==> config.mk <==
export PLATFORM = sky130hd
export DESIGN_NAME = ea_unit
export DESIGN_NICKNAME = d
export VERILOG_FILES = /design/src/rtl/ea_unit.sv
export SDC_FILE = /design/constraint.sdc
export NUM_CORES = 1
export LEC_CHECK = 0
export BUFFER_PORTS_ARGS = -buffer_cell sky130_fd_sc_hd__buf_4
export CAP_MARGIN = 40
export CORE_ASPECT_RATIO = 0.9
export CORE_MARGIN = 1.5
export CORE_UTILIZATION = 40
export CTS_CLUSTER_SIZE = 28
export DETAILED_ROUTE_END_ITERATION = 12
export GPL_TIMING_DRIVEN = 0
export RECOVER_POWER = 100
export SKIP_CTS_REPAIR_TIMING = 1
export SLEW_MARGIN = 20
export SYNTH_ARGS = -nofsm -noshare
export SYNTH_HDL_FRONTEND = slang
export SYNTH_SLANG_ARGS = --single-unit
==> constraint.sdc <==
create_clock -name clk -period 2.2 [get_ports clk]
set_input_delay 0.44 -clock clk [delete_from_list [all_inputs] [get_ports clk]]
set_output_delay 0.44 -clock clk [all_outputs]
set_load 0.02 [all_outputs]
==> src/rtl/ea_unit.sv <==
module ea_unit #(
  parameter int DW = 8
) (
  input  logic              clk,
  input  logic              rst_n,
  input  logic              start,
  input  logic [3:0]        mode,
  input  logic [2*DW-1:0]   opnd,
  input  logic [1:0]        idx_sel,
  input  logic [2*DW-1:0]   idx_x,
  input  logic [2*DW-1:0]   idx_y,
  input  logic [2*DW-1:0]   idx_sp,
  input  logic [DW-1:0]     acc_a,
  input  logic [DW-1:0]     acc_b,
  output logic              mem_rd_req,
  output logic [2*DW-1:0]   mem_addr,
  input  logic              mem_rd_ack,
  input  logic [DW-1:0]     mem_rd_data,
  output logic              busy,
  output logic              done,
  output logic              ea_valid,
  output logic [2*DW-1:0]   ea,
  output logic              illegal,
  output logic              wb_en,
  output logic [1:0]        wb_sel,
  output logic [2*DW-1:0]   wb_val
);
  localparam int AW = 2 * DW;

  typedef enum logic [1:0] {S_IDLE, S_HI, S_LO} st_t;
  st_t st;

  logic [AW-1:0] base, step, upd, addr_c, ptr;
  logic [DW-1:0] hi_q;
  logic          is_ind, is_none, is_bad;

  always_comb begin
    case (idx_sel)
      2'b00:   base = idx_x;
      2'b01:   base = idx_y;
      default: base = idx_sp;
    endcase
  end

  assign step = {{(AW-4){opnd[3]}}, opnd[3:0]};
  assign upd  = base + step;

  always_comb begin
    case (mode)
      4'b0001: addr_c = {{DW{1'b0}}, opnd[DW-1:0]};
      4'b0010: addr_c = opnd;
      4'b0011: addr_c = base;
      4'b0100: addr_c = base + {{(AW-9){opnd[8]}}, opnd[8:0]};
      4'b0101: addr_c = base + opnd;
      4'b0110: addr_c = opnd[4] ? upd : base;
      4'b0111: addr_c = base + {{DW{1'b0}}, acc_a};
      4'b1000: addr_c = base + {{DW{1'b0}}, acc_b};
      4'b1010: addr_c = base + opnd;
      4'b1011: addr_c = base + {acc_a, acc_b};
      default: addr_c = '0;
    endcase
  end

  assign is_ind  = (mode == 4'b1010) || (mode == 4'b1011);
  assign is_none = (mode == 4'b0000) || (mode == 4'b1100);
  assign is_bad  = (mode == 4'b1001) || (mode >= 4'b1101);

  assign busy       = (st != S_IDLE);
  assign mem_rd_req = busy;
  assign mem_addr   = ptr;

  always_ff @(posedge clk or negedge rst_n) begin
    if (!rst_n) begin
      st       <= S_IDLE;
      ptr      <= '0;
      hi_q     <= '0;
      ea       <= '0;
      ea_valid <= 1'b0;
      done     <= 1'b0;
      illegal  <= 1'b0;
      wb_en    <= 1'b0;
      wb_sel   <= '0;
      wb_val   <= '0;
    end else begin
      done     <= 1'b0;
      ea_valid <= 1'b0;
      illegal  <= 1'b0;
      wb_en    <= 1'b0;
      case (st)
        S_IDLE: if (start) begin
          if (is_ind) begin
            ptr <= addr_c;
            st  <= S_HI;
          end else if (is_bad) begin
            done    <= 1'b1;
            illegal <= 1'b1;
          end else if (is_none) begin
            done <= 1'b1;
          end else begin
            done     <= 1'b1;
            ea_valid <= 1'b1;
            ea       <= addr_c;
            if (mode == 4'b0110) begin
              wb_en  <= 1'b1;
              wb_sel <= idx_sel;
              wb_val <= upd;
            end
          end
        end
        S_HI: if (mem_rd_ack) begin
          hi_q <= mem_rd_data;
          ptr  <= ptr + 1'b1;
          st   <= S_LO;
        end
        S_LO: if (mem_rd_ack) begin
          ea       <= {hi_q, mem_rd_data};
          ea_valid <= 1'b1;
          done     <= 1'b1;
          st       <= S_IDLE;
        end
        default: st <= S_IDLE;
      endcase
    end
  end
endmodule

* Word-level counts from Yosys, hierarchy flattened
Index checks and enable logic that the tools add are counted.
** Word-level totals
- Word-level logic and storage cells :: 95
- Output and inout bits :: 56
- Input bits :: 98
- Register bits :: 64
** Cells by class
- Muxes and demuxes :: 37
- Equal/unequal tests :: 22
- $add $sub $neg :: 7
- Bitwise logic cells :: 3
- Reduce and logical (&&, ||, !) cells :: 15
- $lt $le $gt $ge :: 1
** Operator list (count)
- 16-bit 2-to-1 mux :: 9
- 16-bit case mux with 9 select lines :: 1
- 16-bit case mux with 2 select lines :: 3
- 16-bit adder :: 4
- 16-bit by 8-bit adder with 16-bit output :: 2
- 4-bit equality test, second input constant :: 5
- 1-bit 2-to-1 mux :: 17
- 16-bit by 1-bit adder with 16-bit output, second input constant :: 1
- 4-bit by 3-bit equality test with 1-bit output, second input constant :: 4
- 2-bit != test, second input constant :: 7
- 6-bit AND reduction :: 2
- 4-bit by 2-bit equality test with 1-bit output, second input constant :: 2
- 2-bit 2-to-1 mux :: 4
- 4-bit AND reduction :: 2
- 2-bit case mux with 3 select lines :: 1
- 2-bit nonzero test :: 3
- 2-bit by 1-bit equality test with 1-bit output, second input constant :: 2
- 4-bit by 1-bit equality test with 1-bit output, second input constant :: 1
- 4-bit >= comparator, second input constant :: 1
- 2-bit zero test :: 2
- 4-bit zero test :: 1
- 1-bit case mux with 2 select lines :: 2
- 1-bit logical OR :: 3
- 1-bit NOT :: 3
- other kinds (3) :: 3

* Logic depth before layout (Yosys ltp)
Gate-level depths: netlist of the first run.
- Depth after elaboration :: 10
- Gate-level depth with buffers :: 18

* Least setup slack after synthesis of the first run
Ideal clock, no wire load.
- Kind :: input to register
- From :: input port mode[2]
- To :: register ptr[14] (netlist: mem_addr[14])
- Data required time :: 2123 ps
- Setup slack :: -1904 ps
- Buffers on the path :: 3
- Library setup time :: 77 ps
- Arrival :: 4027 ps
- Stages :: 18
- Path through :: buf_4 -> nor2b_2 -> buf_6 -> nand2_1 -> o21ai_1 -> nand2b_1 -> clkbuf_1 -> a222oi_1 -> inv_1 -> ha_1 -> fa_1 -> a211oi_2 -> nor2_1 -> o311a_1 -> a311oi_2 -> mux2_1 -> a21o_2 -> a21oi_1
** Between the ends
- Cells in the longest elaborated chain, start to end :: 6
** Ends and longest elaborated chain
- start: declaration :: line 7 : input logic [3:0] mode,
- 4-bit equality test / 4-bit by 3-bit equality test with 1-bit output (equally long branches) :: line 49, 64
- 2-bit OR reduction (no source line)
- 16-bit case mux with 9 select lines :: line 49 : case (mode)
- 16-bit 2-to-1 mux :: line 91 : if (is_ind) begin
- 16-bit 2-to-1 mux :: line 90 : S_IDLE: if (start) begin
- 16-bit case mux with 2 select lines :: line 89 : case (st)
- end signal: assignment :: line 92 : ptr <= addr_c;
- end signal: assignment :: line 112 : ptr <= ptr + 1'b1;
- end: declaration :: line 33 : logic [AW-1:0] base, step, upd, addr_c, ptr;
Several ways; a longest one is shown, not always the timed one. The select of a mux whose other input is x is not followed.
A chain may end at the register's enable or synchronous reset.

* Final worst setup path of the first run
- From :: input port mode[0]
- To :: register ptr[14] (netlist: mem_addr[14])
The elaborated chain is that of the path after synthesis.

==> results of run 1 <==
-- power by group --
group          internal [mW]  switching [mW]
Sequential              1.73           0.409
Clock                  0.934           0.580
Combinational           1.67            2.75
Total                   4.33            3.74
-- final timing paths --
check                               start  slack, ps            to  cells past startpoint
setup / recovery                  mode[0]      -1560  mem_addr[14]                     16
hold / removal             mem_rd_data[6]        300       hi_q[6]                      3
setup reg to reg                    st[1]       -450     wb_val[9]                      6
hold reg to reg                   hi_q[5]        480       hi_q[5]                      2
max in group asynchronous           rst_n        190  mem_addr[14]                      3
min in group asynchronous           rst_n        770     wb_val[0]                      2
-- synthesized netlist by cell type, types with 8 or more instances --
cell type,number
dfrtp_1,64
o21ai_0,59
a21o_1,17
a22oi_1,11
inv_1,14
mux2i_1,18
xor2_1,9
xnor2_1,15
and3_1,14
nor2_1,34
nor3_1,8
a21oi_1,54
clkbuf_1,15
buf_2,9
a221oi_1,10
mux2_2,8
o21a_1,8
nand2_1,123
nand3_1,14
ha_1,31
nand2b_1,9
a222oi_1,13
-- kinds of logic (layout without fill, tap and decap cells) --
group | after synthesis | count (layout) | share of synthesized area, %
AOI/OAI and AO/OA | 239 | 239 | 29.8
xor gates and xnor gates | 24 | 24 | 3.82
adders and majority gates | 33 | 33 | 7.78
buffers and inverters | 50 | 258 | 4.23
DFF | 64 | 64 | 29.1
muxes | 27 | 27 | 5.12
and+or+nand+nor | 236 | 236 | 20.1
-- flip-flops by register name (all words and copies together) (netlist names) --
register,flops
mem_addr,16
ea_valid,1
ea,16
st,2
hi_q,8
done,1
wb_val,16
wb_en,1
illegal,1
wb_sel,2
-- through the flow --
stage                     setup TNS, ps  total power [mW]
after floorplan                  -29990              4.71
final                            -33630              8.07
after CTS                        -36480              7.94
after global routing             -45120              8.57
after global placement           -54970              6.32
after detailed placement         -51980              6.40
-- worst max-delay path: stages --
cell and delay, ps:
buf_6 100, buf_8 110, nor2b_4 150, o2bb2ai_4 280, nand2b_4 140, a222oi_1 350, inv_1 80, ha_2 190
fa_2 380, a211oi_4 290, nor2_2 80, o311a_1 390, a311oi_2 340, mux2_4 360, a21o_2 220, a21oi_2 120
-- cell type report --
type	count	share of cell area, %
plain buffers	32	2.71
clock buffers	11	3.13
clock inverters	4	0.666
inverters	15	0.697
multi-input cells	559	54.3
flip-flops and latches	64	19.8
well taps	168	2.60
repair buffers	196	16.0
-- layer usage --
metal,vias up,wire [um],share of wire [%]
met5,-,0,0
li1,2907,-,-
met3,35,1640,7.5
met2,274,9890,45
met1,3149,9880,45
met4,0,472,2.2
==> out/summary.txt, run 1 <==
Outcome -> finished, violations left
Failing checks -> negative setup slack
Number of distinct library cells after synthesis -> 73
Syn Nets -> 804
Post-Syn Instances -> 673
Overall die height -> 114 um
Via/cell ratio -> 6.07
First-pass GRT wire length -> 32400 um
Post-synth ARST share -> 100%
Routed wire length -> 21900 um
Initial antenna violation count -> 0
Final hold slack -> 298 ps
Number of flops mapped to enable cells by yosys -> 0
Dpl cells -> 995
Fin. max-slew vios -> 0
Antenna cell count -> 0
TritonCTS Buffers -> 9
Leak -> 3.64 nW
CP required -> 2480 ps
Commonest cells after routing, fill and taps aside -> buf_4, nand2_1, clkbuf_1
Setup crit start kind -> input pin
Pin count of the biggest net entering global routing -> 49
Reg area -> 1600 sq um
Drc violations -> 0
Final Instance Area -> 8080 sq um
Area of the mapped netlist -> 5500 sq um
Worst setup margin -> -1560 ps
Register area share after synthesis -> 29.1%
Hold Path Class -> in -> reg
Met2 Resource Use GR -> 45.1%
Busiest grt layer -> met2
Worst VDD drop -> 537 uV
Power Density -> 999 nW/um^2
Grt met1 use -> 42.2%
Fill cells -> 1270
Die ar. -> 14500 sq um
Clock slew at reported path FFs -> 60 ps
Fin crit period -> 3760 ps
CORE AREA -> 13400 sq um
Routed Antenna Nets -> 0
Met3 track demand over resource -> 5.05%
TritonRoute pass-1 iters -> 8
Port bufs -> 151
CP Max Fanout -> 8
Final period util -> 171%
GP Congestion -> 0.922
Clk sinks -> 64
Root buf cell -> clkbuf_16
Iteration-0 DRC Markers -> 734
Top FF cell, synth -> dfrtp_1
Post-synth top area share -> 29.1%
Non-Filler Instances -> 1049
Worst setup EP type -> register
Endpoints failing hold -> 0
Clock buffer depth -> 2
Synth warn -> 0
Nets -> 1008
Most common cell after layout, fill and taps aside -> buf_4
Placement Setup Slack -> -2010 ps
RSZ-0062 raised after global routing -> true
Die W -> 127 um
Yosys top cell by area -> dfrtp_1
HPWL Detailed -> 16600 um
Total congestion overflow -> 0
Worst rel slew slack -> 32.8%
Multi-input gate area -> 4390 sq um
Setup violators final -> 51
DP Area -> 7110 sq um
Total number of vias -> 6365
WS Path Type -> in -> reg
Core Util, Final -> 60.4%
Avg Cell Area, Syn -> 8.17 sq um
Top post-synthesis cells by area -> dfrtp_1, nand2_1, ha_1
Synth-to-Final Area Change -> 46.9%
GRT Total Usage -> 29.5%
Worst EP arrival -> 4030 ps
Layout cells sized above 1 -> 34.1%
Setup Skew -> 7.32 ps
IO Pins -> 154
Max Freq -> 0.266 GHz
Via count of the first global-routing pass -> 5878
Worst skew pair latency -> 350 ps
TritonCTS clock tree -> yes
Max_cap viols -> 0
Initial core utilization -> 41.2%
# H-tree levels -> 3
Slew of the pin with the lowest slew margin -> 1010 ps
Wire length per cell -> 20.9 um
FF+latch count, synth -> 64
Row cnt -> 40
Note: power is estimated with default switching activity, not from simulation.
==> inputs of run 2 (changes only) <==
- CAP_MARGIN: 40 -> unset
- CORE_UTILIZATION: 40 -> 32
==> run 2 against run 1 <==
Net effect: the flow finishes with violations (max-capacitance violations, max-slew violations, negative setup slack); non-clock buffer count shrank 19; clock-buffer cell count down 1; power is 1.2% lower; critical path depth stayed put; flip-flop and latch count is the same; final area decreased by 0.84%; largest cell class unchanged; largest power group unchanged.
==> out/summary.txt, run 2 (same netlist as run 1, synthesis figures left out) <==
Total number of vias -> 6107 (-4.1%)
HPWL Detailed -> 15900 um (-4.5%)
Initial core utilization -> 32.7% (-8.5 points)
Multi-input gate area -> 4400 sq um (+0.29%)
Most common cell after layout, fill and taps aside -> buf_4
DP Area -> 7130 sq um (+0.23%)
Endpoints failing hold -> 0 (unchanged)
Met2 Resource Use GR -> 35.3% (-9.8 points)
Fill cells -> 1685 (+33%)
Setup Skew -> 10.7 ps (+3.39 ps)
Fin crit period -> 3700 ps (-53.1 ps)
Reg area -> 1600 sq um (unchanged)
Iteration-0 DRC Markers -> 575 (-22%)
Overall die height -> 127 um (+11%)
Drc violations -> 0 (unchanged)
Non-Filler Instances -> 1074 (+2.4%)
Final period util -> 168% (-2.4 points)
GRT Total Usage -> 22.8% (-6.7 points)
RSZ-0062 raised after global routing -> true
Worst VDD drop -> 607 uV (+13%)
Root buf cell -> clkbuf_16
Nets -> 989 (-1.9%)
Clk sinks -> 64 (unchanged)
Clock buffer depth -> 2 (unchanged)
Total congestion overflow -> 0 (unchanged)
Grt met1 use -> 31.9% (-10 points)
Setup TNS -> -31590 ps (+2030 ps)
Via count of the first global-routing pass -> 5546 (-5.6%)
Hold Path Class -> in -> reg
Die ar. -> 18000 sq um (+24%)
Setup violators final -> 47 (-7.8%)
Met3 track demand over resource -> 5.02% (-0.024 points)
Placement Setup Slack -> -2040 ps (-31.6 ps)
Worst EP arrival -> 3990 ps (-40 ps)
Via/cell ratio -> 5.69 (-6.3%)
Synth-to-Final Area Change -> 45.6%
Fin. max-slew vios -> 65 (+65)
Pin count of the biggest net entering global routing -> 65 (+33%)
Leak -> 3.52 nW (-3.1%)
Slew of the pin with the lowest slew margin -> 1710 ps (+702 ps)
Setup crit start kind -> input pin
Initial antenna violation count -> 0 (unchanged)
Die W -> 141 um (+12%)
Power Density -> 996 nW/um^2 (-0.38%)
Max_cap viols -> 1 (+1)
Row cnt -> 45 (+13%)
Final Instance Area -> 8010 sq um (-0.84%)
Worst skew pair latency -> 350 ps (about the same)
Clock slew at reported path FFs -> 60 ps (about the same)
Worst setup margin -> -1500 ps (+53.1 ps)
Outcome -> finished, violations left
Worst rel slew slack -> -14.0% (-47 points)
Routed Antenna Nets -> 0 (unchanged)
CP required -> 2480 ps (about the same)
First-pass GRT wire length -> 31300 um (-3.4%)
CP Max Fanout -> 7 (-1)
Layout cells sized above 1 -> 32.7% (-1.4 points)
CORE AREA -> 16800 sq um (+26%)
Antenna cell count -> 0 (unchanged)
Failing checks -> max-capacitance violations, max-slew violations, negative setup slack
Max Freq -> 0.270 GHz (+1.4%)
Busiest grt layer -> met2
Commonest cells after routing, fill and taps aside -> buf_4, nand2_1, clkbuf_1
GP Congestion -> 0.934 (+1.3%)
Wire length per cell -> 19.7 um (-5.3%)
Worst setup EP type -> register
# H-tree levels -> 3 (unchanged)
IO Pins -> 154 (unchanged)
TritonCTS clock tree -> yes
TritonCTS Buffers -> 9 (unchanged)
Port bufs -> 151 (unchanged)
Dpl cells -> 1035 (+4.0%)
Routed wire length -> 21200 um (-3.1%)
WS Path Type -> in -> reg
TritonRoute pass-1 iters -> 10 (+2)
[run 2: layer usage]
metal,wire length (um),vias to the layer above
li1,-,2874
met1,9510,2939
met2,9640,252
met3,1570,42
met4,487,0
met5,0,-
[run 2: worst max-delay path: stages]
cell and delay, ps:
buf_8 100, buf_8 110, nor2b_4 140, o2bb2ai_4 260
nand2b_4 120, a222oi_1 350, inv_1 120, ha_4 180
fa_2 380, a211oi_4 280, nor2_2 80, o311a_1 410
a311oi_2 320, mux2_4 360, a21o_4 210, a21oi_2 120
[run 2: final timing paths]
path | slack (ps) | from | to | cells past startpoint
worst max-delay path | -1500 | mode[0] | mem_addr[14] | 16
worst min-delay path | 290 | mem_rd_data[0] | hi_q[0] | 3
worst max register to register | -340 | st[1] | wb_val[11] | 6
worst min register to register | 470 | hi_q[0] | hi_q[0] | 2
max in group asynchronous | 640 | rst_n | ea[1] | 1
min in group asynchronous | 540 | rst_n | mem_addr[12] | 1
[run 2: cell type report]
type / count / share of cell area, %
clock buffer: 10 / 2.98
buffer: 34 / 2.92
multi-input combinational: 559 / 55.0
inverter: 15 / 0.703
clock inverter: 6 / 0.843
sequential: 64 / 20.0
timing repair buffer: 175 / 14.3
tap: 211 / 3.30
[run 2: power breakdown]
part | total [mW] | switching [mW] | internal (mW) | leakage, nW
clock | 1.52 | 0.610 | 0.912 | 0.145
combinational | 4.31 | 2.67 | 1.64 | 2.58
sequential | 2.15 | 0.422 | 1.73 | 0.796
total | 7.98 | 3.70 | 4.28 | 3.52
[run 2: stage by stage]
| step | hold slack [ps] | util (%) | total power, mW |
|---|---|---|---|
| floorplan | 144 | - | 4.71 |
| global placement | 455 | 42.3 | 6.34 |
| detailed placement | 457 | 42.3 | 6.36 |
| CTS | 248 | 44.1 | 7.92 |
| global route | 305 | 47.6 | 8.51 |
| finish | 288 | 47.6 | 7.98 |
